--- src/rtl/pt_walk_pkg.sv ---
package pt_walk_pkg;

    localparam int VA_W        = 32;
    localparam int PA_W        = 32;
    localparam int IDX_W       = 10;
    localparam int OFF_W       = 12;
    localparam int PTE_W       = 32;
    localparam int ENTRY_SHIFT = 2;
    localparam int FRAME_W     = PA_W - OFF_W;
    localparam int SPARE_W     = PTE_W - FRAME_W - 4;

    typedef enum logic [2:0] {
        WS_IDLE,
        WS_READ_L1,
        WS_WAIT_L1,
        WS_READ_L2,
        WS_WAIT_L2,
        WS_SET_DIRTY,
        WS_DONE,
        WS_FAULT
    } walk_state_e;

    typedef enum logic [1:0] {
        FLT_NONE   = 2'b00,
        FLT_ABSENT = 2'b01,
        FLT_PROT   = 2'b10
    } fault_e;

    typedef struct packed {
        logic [FRAME_W-1:0] frame;
        logic [SPARE_W-1:0] spare;
        logic               dirty;
        logic               user;
        logic               writable;
        logic               present;
    } pte_t;

    typedef struct packed {
        logic [IDX_W-1:0] dir_idx;
        logic [IDX_W-1:0] tbl_idx;
        logic [OFF_W-1:0] offset;
    } vaddr_t;

    typedef struct packed {
        logic   write;
        logic   user;
        vaddr_t va;
    } walk_req_t;

    function automatic logic [PA_W-1:0] entry_addr(input logic [PA_W-1:0] base,
                                                   input logic [IDX_W-1:0] idx);
        return base + (PA_W'(idx) << ENTRY_SHIFT);
    endfunction

    function automatic logic [PA_W-1:0] frame_base(input logic [FRAME_W-1:0] frame);
        return {frame, {OFF_W{1'b0}}};
    endfunction

endpackage

--- src/rtl/pt_walk_addr.sv ---
module pt_walk_addr
    import pt_walk_pkg::*;
(
    input  logic            second_level,
    input  logic [PA_W-1:0] root_base,
    input  logic [PA_W-1:0] leaf_tbl_base,
    input  vaddr_t          va,
    output logic [PA_W-1:0] addr
);
    logic [PA_W-1:0] root_entry;
    logic [PA_W-1:0] leaf_entry;

    always_comb begin
        root_entry = entry_addr(root_base, va.dir_idx);
        leaf_entry = entry_addr(leaf_tbl_base, va.tbl_idx);
        addr       = second_level ? leaf_entry : root_entry;
    end
endmodule

--- src/rtl/pt_walk_perm.sv ---
module pt_walk_perm
    import pt_walk_pkg::*;
(
    input  pte_t   pte,
    input  logic   is_write,
    input  logic   is_user,
    output fault_e verdict,
    output logic   need_dirty
);
    logic denied;

    always_comb begin
        denied = (is_write && !pte.writable) || (is_user && !pte.user);
        if (!pte.present) begin
            verdict = FLT_ABSENT;
        end else if (denied) begin
            verdict = FLT_PROT;
        end else begin
            verdict = FLT_NONE;
        end
        need_dirty = is_write && !pte.dirty;
    end
endmodule

--- src/rtl/pt_walk_fsm.sv ---
module pt_walk_fsm
    import pt_walk_pkg::*;
(
    input  logic        clk,
    input  logic        rst,
    input  logic        req_fire,
    input  logic        mem_req_ready,
    input  logic        mem_rsp_valid,
    input  fault_e      verdict,
    input  logic        need_dirty,
    output walk_state_e state
);
    walk_state_e state_q;
    walk_state_e state_d;

    always_comb begin
        state_d = state_q;
        unique case (state_q)
            WS_IDLE:      if (req_fire) state_d = WS_READ_L1;
            WS_READ_L1:   if (mem_req_ready) state_d = WS_WAIT_L1;
            WS_WAIT_L1: begin
                if (mem_rsp_valid) begin
                    state_d = (verdict == FLT_NONE) ? WS_READ_L2 : WS_FAULT;
                end
            end
            WS_READ_L2:   if (mem_req_ready) state_d = WS_WAIT_L2;
            WS_WAIT_L2: begin
                if (mem_rsp_valid) begin
                    if (verdict != FLT_NONE) begin
                        state_d = WS_FAULT;
                    end else if (need_dirty) begin
                        state_d = WS_SET_DIRTY;
                    end else begin
                        state_d = WS_DONE;
                    end
                end
            end
            WS_SET_DIRTY: if (mem_req_ready) state_d = WS_DONE;
            WS_DONE:      state_d = WS_IDLE;
            WS_FAULT:     state_d = WS_IDLE;
            default:      state_d = WS_IDLE;
        endcase
    end

    always_ff @(posedge clk) begin
        if (rst) begin
            state_q <= WS_IDLE;
        end else begin
            state_q <= state_d;
        end
    end

    assign state = state_q;
endmodule

--- src/rtl/pt_walk_top.sv ---
module pt_walk_top
    import pt_walk_pkg::*;
(
    input  logic              clk,
    input  logic              rst,
    input  logic              req_valid,
    output logic              req_ready,
    input  logic [VA_W-1:0]   req_vaddr,
    input  logic              req_write,
    input  logic              req_user,
    input  logic [PA_W-1:0]   root_base,
    output logic              rsp_valid,
    output logic [PA_W-1:0]   rsp_paddr,
    output logic [1:0]        rsp_fault,
    output logic              mem_req_valid,
    input  logic              mem_req_ready,
    output logic [PA_W-1:0]   mem_req_addr,
    output logic              mem_req_we,
    output logic [PTE_W-1:0]  mem_req_wdata,
    input  logic              mem_rsp_valid,
    input  logic [PTE_W-1:0]  mem_rsp_data
);
    walk_state_e     state;
    walk_req_t       cur_q;
    logic [PA_W-1:0] root_q;
    logic [PA_W-1:0] leaf_tbl_q;
    pte_t            leaf_q;
    fault_e          fault_q;
    pte_t            rsp_pte;
    pte_t            wb_pte;
    fault_e          verdict;
    logic            need_dirty;
    logic            req_fire;
    logic            second_level;

    assign rsp_pte      = pte_t'(mem_rsp_data);
    assign req_fire     = req_valid && req_ready;
    assign second_level = (state == WS_READ_L2) || (state == WS_SET_DIRTY);

    pt_walk_fsm u_fsm (
        .clk           (clk),
        .rst           (rst),
        .req_fire      (req_fire),
        .mem_req_ready (mem_req_ready),
        .mem_rsp_valid (mem_rsp_valid),
        .verdict       (verdict),
        .need_dirty    (need_dirty),
        .state         (state)
    );

    pt_walk_perm u_perm (
        .pte        (rsp_pte),
        .is_write   (cur_q.write),
        .is_user    (cur_q.user),
        .verdict    (verdict),
        .need_dirty (need_dirty)
    );

    pt_walk_addr u_addr (
        .second_level  (second_level),
        .root_base     (root_q),
        .leaf_tbl_base (leaf_tbl_q),
        .va            (cur_q.va),
        .addr          (mem_req_addr)
    );

    always_ff @(posedge clk) begin
        if (rst) begin
            cur_q      <= '0;
            root_q     <= '0;
            leaf_tbl_q <= '0;
            leaf_q     <= '0;
            fault_q    <= FLT_NONE;
        end else begin
            if (req_fire) begin
                cur_q.write <= req_write;
                cur_q.user  <= req_user;
                cur_q.va    <= vaddr_t'(req_vaddr);
                root_q      <= root_base;
                fault_q     <= FLT_NONE;
            end
            if (state == WS_WAIT_L1 && mem_rsp_valid) begin
                leaf_tbl_q <= frame_base(rsp_pte.frame);
                if (verdict != FLT_NONE) begin
                    fault_q <= verdict;
                end
            end
            if (state == WS_WAIT_L2 && mem_rsp_valid) begin
                leaf_q <= rsp_pte;
                if (verdict != FLT_NONE) begin
                    fault_q <= verdict;
                end
            end
        end
    end

    always_comb begin
        wb_pte       = leaf_q;
        wb_pte.dirty = 1'b1;
    end

    assign req_ready     = (state == WS_IDLE);
    assign mem_req_valid = (state == WS_READ_L1) || (state == WS_READ_L2) ||
                           (state == WS_SET_DIRTY);
    assign mem_req_we    = (state == WS_SET_DIRTY);
    assign mem_req_wdata = PTE_W'(wb_pte);
    assign rsp_valid     = (state == WS_DONE) || (state == WS_FAULT);
    assign rsp_paddr     = (state == WS_DONE) ? {leaf_q.frame, cur_q.va.offset} : '0;
    assign rsp_fault     = (state == WS_FAULT) ? fault_q : FLT_NONE;
endmodule

--- config.mk ---
export PLATFORM = sky130hd
export DESIGN_NAME = pt_walk_top
export DESIGN_NICKNAME = d
export VERILOG_FILES = /design/src/rtl/pt_walk_pkg.sv /design/src/rtl/pt_walk_addr.sv /design/src/rtl/pt_walk_perm.sv /design/src/rtl/pt_walk_fsm.sv /design/src/rtl/pt_walk_top.sv
export SDC_FILE = /design/constraint.sdc
export NUM_CORES = 1
export LEC_CHECK = 0
export BUFFER_PORTS_ARGS = -buffer_cell sky130_fd_sc_hd__clkbuf_2
export CELL_PAD_IN_SITES_DETAIL_PLACEMENT = 1
export CELL_PAD_IN_SITES_GLOBAL_PLACEMENT = 2
export CORE_ASPECT_RATIO = 0.7
export CORE_MARGIN = 1
export CORE_UTILIZATION = 27
export CTS_CLUSTER_SIZE = 40
export DETAILED_ROUTE_END_ITERATION = 6
export PLACE_DENSITY = 0.91
export RECOVER_POWER = 25
export SETUP_SLACK_MARGIN = 0.15
export SLEW_MARGIN = 40
export SYNTH_ARGS = -nofsm -noshare
export SYNTH_HDL_FRONTEND = slang
export SYNTH_SLANG_ARGS = --single-unit
export TNS_END_PERCENT = 100
--- constraint.sdc ---
create_clock -name clk -period 3 [get_ports clk]
set_input_delay 0.6 -clock clk [delete_from_list [all_inputs] [get_ports clk]]
set_output_delay 0.6 -clock clk [all_outputs]
set_load 0.01 [all_outputs]
### Word level (Yosys, flattened, before mapping)

Index checks and enable logic that the tools add are counted.
Widths: inputs -> output; s select.

| storage, ports and cells | value |
|---|---|
| word-level logic and storage cells | 68 |
| bits in registers | 122 |

| cells by class | value |
|---|---|
| muxes and demuxes | 20 |
| reduce and logical (&&, ||, !) cells | 19 |
| equal/unequal tests | 13 |
| add/sub/neg operators | 2 |

Operators with widths:

| cell | count |
|---|---|
| $add 32x12->32 | 2 |
| $mux 32 | 2 |
| $mux 3 | 8 |
| $pmux 3 s7 | 1 |
| $mux 2 | 9 |
| $eq 3x3->1 const B | 4 |
| $ne 2x2->1 const B | 5 |
| $eq 3x2->1 const B | 2 |
| $logic_and 1x1->1 | 6 |
| $reduce_and 6->1 | 1 |
| $logic_or 1x1->1 | 5 |
| $eq 3x1->1 const B | 1 |
| $logic_not 1->1 | 3 |
| $logic_not 3->1 | 1 |
| $logic_not 2->1 | 1 |
| $ne 2x1->1 const B | 1 |
| $reduce_bool 2->1 | 1 |
| $reduce_or 2->1 | 1 |

### Depth between registers and ports, before layout

| depth | value |
|---|---|
| depth in word-level cells | 10 |
| mapped depth | 9 |
| gate-level depth less buffers | 7 |

### Hierarchy

Synthesis repeated with hierarchy kept, for this count alone.

| unflattened totals | value |
|---|---|
| cell total of the unflattened synthesis | 877 |
| area total of the unflattened synthesis | 7,015.5 sq um |

Modules (own cells, without submodules):

| module | times used | area an instance (sq um) | cells an instance |
|---|---|---|---|
| pt_walk_top | 1 | 4,644.5 | 576 |
| pt_walk_addr | 1 | 2,050.7 | 264 |
| pt_walk_fsm | 1 | 289.0 | 32 |
| pt_walk_perm | 1 | 31.3 | 5 |

### Worst setup path after synthesis

OpenSTA, ideal clock, no wires.

| timing path | value |
|---|---|
| kind | register to output |
| from | reg, netlist name cur_q[22] |
| to | out mem_req_addr[20] |
| arrival | 2.118 ns |
| setup slack | 0.282 ns |
| required time | 2.400 ns |
| stages on the path, launching flop included | 9 |
| cells stage by stage | dfxtp_1 > ha_1 > fa_1 > a21oi_2 > o211a_1 > o21a_1 > buf_6 > or4_1 > a31oi_1 |

| on the way | value |
|---|---|
| longest elaborated chain between the ends | 2 |

Ends and longest elaborated chain:

| what | line | text |
|---|---|---|
| $add 32x12->32 | pt_walk_pkg.sv:52 | `return base + (PA_W'(idx) << ENTRY_SHIFT);` |
| $mux 32 | pt_walk_addr.sv:16 | `addr = second_level ? leaf_entry : root_entry;` |
| to (decl) | pt_walk_top.sv:17 | `output logic [PA_W-1:0] mem_req_addr,` |

No other way between the ends.

### Final worst setup path

| timing path | value |
|---|---|
| from | reg root_q[4] |
| to | out mem_req_addr[11] |

| on the way | value |
|---|---|
| longest elaborated chain between the ends | 2 |

Ends and longest elaborated chain:

| what | line | text |
|---|---|---|
| from (decl) | pt_walk_top.sv:25 | `logic [PA_W-1:0] root_q;` |
| from (signal assigned) | pt_walk_top.sv:79 | `root_q <= root_base;` |
| $add 32x12->32 | pt_walk_pkg.sv:52 |  |
| $mux 32 | pt_walk_addr.sv:16 |  |

No other way between the ends.

==> flow_metrics.py <==
metrics = {
    "routing": {
        "drt-total-wl_um": 23500,
        "vias": 6698,
        "dr.first_iter.drc_count": 405,
        "wire_per_inst_um": 17.6,
        "firstDrtPassIters": 7,
        "remaining_drc_errors": 34,
        "viasPerCell": 5.02,
        "antenna_left": 0,
    },
    "logic_synthesis": {
        "async_flop_share": 0,
        "synth_compound_area_frac": 0.202,
        "synth_fp_nets": 937,
        "yosys.area_share.simple": 0.303,
        "synth-xor-area-share": 0.0103,
        "synthAdderAreaFrac": 0.0244,
        "yosys-top-cells-area": "dfxtp_1, nand2_1, a21oi_1, and2_1, clkbuf_1",
        "synth_top_family_by_area": "simple AND/OR/NAND/NOR gates",
        "synth_ff_type": "dfxtp_1",
        "yosysTopAreaCellShare": 0.410,
        "synth_area_um2": 5960,
        "yosysWarnings": 0,
        "synth-edff-count": 0,
        "syn_area_per_cell_um2": 7.24,
        "synth_cell_types": 52,
        "yosys.area.top_type": "dfxtp_1",
        "synth-seq-cells": 122,
        "syn_inst": 823,
        "synth_mux_area_frac": 0,
        "ys_seq_area_frac": 0.410,
    },
    "sta": {
        "setup_viol": 17,
        "relSlewSlack": 0.273,
        "max_freq_mhz": 323,
        "hold_viol": 0,
        "fin_ws_ns": -0.0943,
        "slew_violations": 0,
        "finalSetupTns_ns": -0.733,
        "holdWs_ns": 0.392,
        "period_share": 1.03,
        "finClkSkew_ns": 0.00831,
        "worstMarginPinSlew_ns": 1.09,
        "rsz0062_at_grt": "true",
        "period_needed_ns": 3.09,
    },
    "hold_path": {
        "hold_path_class": "primary input to flop",
        "hold_path.startpoint": "req_vaddr[27]",
    },
    "critical_path": {
        "crit_arrival_ns": 2.49,
        "r2r_slack_ns": 0.49,
        "crit_path_max_fanout": 4,
        "r2r_cells": 6,
        "startpoint": "root_q[4]$_SDFFE_PP0P_",
        "cp-endpoint": "mem_req_addr[11]",
        "critPathKind": "flop to output port",
        "end_kind": "output port",
        "reg2reg_to": "fault_q[0]$_SDFF_PP0_",
        "critPathRequiredTime_ns": 2.40,
        "start_kind": "flop",
        "worstReg2RegStart": "u_fsm.state[0]$_SDFFE_PP0P_",
    },
    "place": {
        "dp_slack_ns": -0.0639,
        "hpwl_um": 15600,
        "placed_cell_area_um2": 7290,
        "io_buffers": 203,
        "place_congestion": 0.819,
        "dp.cells": 1267,
    },
    "run_status": {
        "violations": "design-rule violations, negative setup slack",
        "outcome": "finished, violations left",
    },
    "grt": {
        "groute.usage.overall": 0.207,
        "grt_pass1_wl_um": 36700,
        "antenna_found_initial": 4,
        "overflow": 0,
        "grt_max_degree": 94,
        "grt_pass1_vias": 6696,
    },
    "floorplanning": {
        "dieHeight_um": 126,
        "io-pin-count": 205,
        "initial_core_util": 0.275,
        "core_um2": 21700,
        "die_w_um": 180,
        "num_rows": 45,
        "die_area_um2": 22700,
    },
    "clocking": {
        "cts.sinks": 122,
        "numCtsBuffers": 17,
        "clkTransAtPathRegs_ns": 0.06,
        "cts_htree_levels": 4,
        "clockBufferDepth": 2,
        "clock_latency_ns": 0.42,
        "cts-root-buf": "clkbuf_16",
        "cts_tree": "done",
        "cts_hold_buf": 0,
    },
    "power_and_ir_drop": {
        "power.switching_mw": 1.66,
        "swShare": 0.317,
        "power_frac_seq": 0.357,
        "peakVddDrop_mv": 0.387,
        "combPwrFrac": 0.235,
        "clkPwrFrac": 0.408,
        "p_total_mw": 5.24,
        "p_leak_nw": 3.57,
        "p_int_mw": 3.58,
        "power_density_nw_per_um2": 601,
    },
    "cells_and_area": {
        "drive_above_1_share": 0.336,
        "final_nets": 1152,
        "final_util": 0.403,
        "area_growth_pct": 46.5,
        "design_area_um2": 8730,
        "instances_no_fill": 1335,
        "fillCellCount": 2701,
    },
    "job": {
        "drv_cap": 0,
    },
}
==> area by class of cell <==
cell class	instances	area (um2)	share of cell area
antenna	2	5.00	0.000574
clock buffer	18	429	0.0492
clock inverter	14	171	0.0196
inverter	10	37.5	0.00430
multi-input combinational	631	3710	0.425
sequential	122	2480	0.284
tap	282	353	0.0404
timing repair buffer	256	1540	0.177
==> registers in the layout, indices dropped and copies added, names as in the netlist <==
register	flops
cur_q	34
u_fsm.state	3
mem_req_wdata	31
leaf_tbl_q	20
fault_q	2
root_q	32
==> synth_stat cells (all sizes together), types with 10 or more instances <==
library cell	n
buf	13
o21ai	13
a31oi	13
and2	40
and3	10
dfxtp	122
clkbuf	49
nor2	23
nand3	22
a21oi	134
ha	10
nand2	260
o31ai	10
inv	10
==> repair_timing <==
action / in CTS / in global routing
setup endpoints to repair: 26 / 26
resized for setup: 100 / 60
gates cloned: 2 / 0
pin swaps: 50 / 36
buffers inserted: 20 / 12
==> power groups by stage <==
stage          Sequential, mW  Clock, mW  Combinational [mW]
6_report                 1.87       2.14                1.23
3_3_place_gp             1.87          0               0.993
2_1_floorplan            1.85          0               0.610
4_1_cts                  1.87       2.19                1.15
3_5_place_dp             1.88          0                1.01
5_1_grt                  1.89       2.27                1.35
==> worst max-delay path, stage by stage, from the launching register on <==
cell and delay (ns):
dfxtp_2 0.33, ha_4 0.27, a21o_4 0.23, o211a_1 0.23, o31a_1 0.31, o21a_1 0.19
o31ai_2 0.23, buf_4 0.18, buf_6 0.10
==> layout by cell type (no fill, tap or decap), types with 17 or more instances in the layout <==
cell type  count
nand2_1      259
clkbuf_2     155
a21oi_1      130
dfxtp_1       99
and2_1        39
buf_4         32
clkbuf_1      27
nor2_1        22
dfxtp_2       21
buf_6         19
nand3_1       17
clkbuf_16     17
buf_2         17
==> worst min path at each step <==
stage               slack (ns)  cells past startpoint                 endpoint
floorplan                 0.43                      2    cur_q[0]$_SDFFE_PP0P_
global placement          0.44                      2   cur_q[11]$_SDFFE_PP0P_
detailed placement        0.44                      2   cur_q[10]$_SDFFE_PP0P_
CTS                       0.38                      3   cur_q[27]$_SDFFE_PP0P_
global route              0.38                      3  root_q[21]$_SDFFE_PP0P_
finish                    0.39                      3   cur_q[27]$_SDFFE_PP0P_
==> logic make-up (layout without fill, tap and decap cells) <==
logic type,Yosys count,in the layout
xor gates and xnor gates,7,7
AOI/OAI and AO/OA,208,209
other,1,3
and+or+nand+nor,402,403
DFF,122,122
adders and majority gates,11,11
buffers and inverters,72,298
==> per-layer routing <==
metal  GRT usage  vias up  wire (um)
li1            -     3246          -
met1       0.272     3236      11000
met2       0.334      192      10800
met3      0.0561       22       1490
met4      0.0558        2        247
met5           0        -         12
No activity file was read; power rests on OpenSTA's default activity.
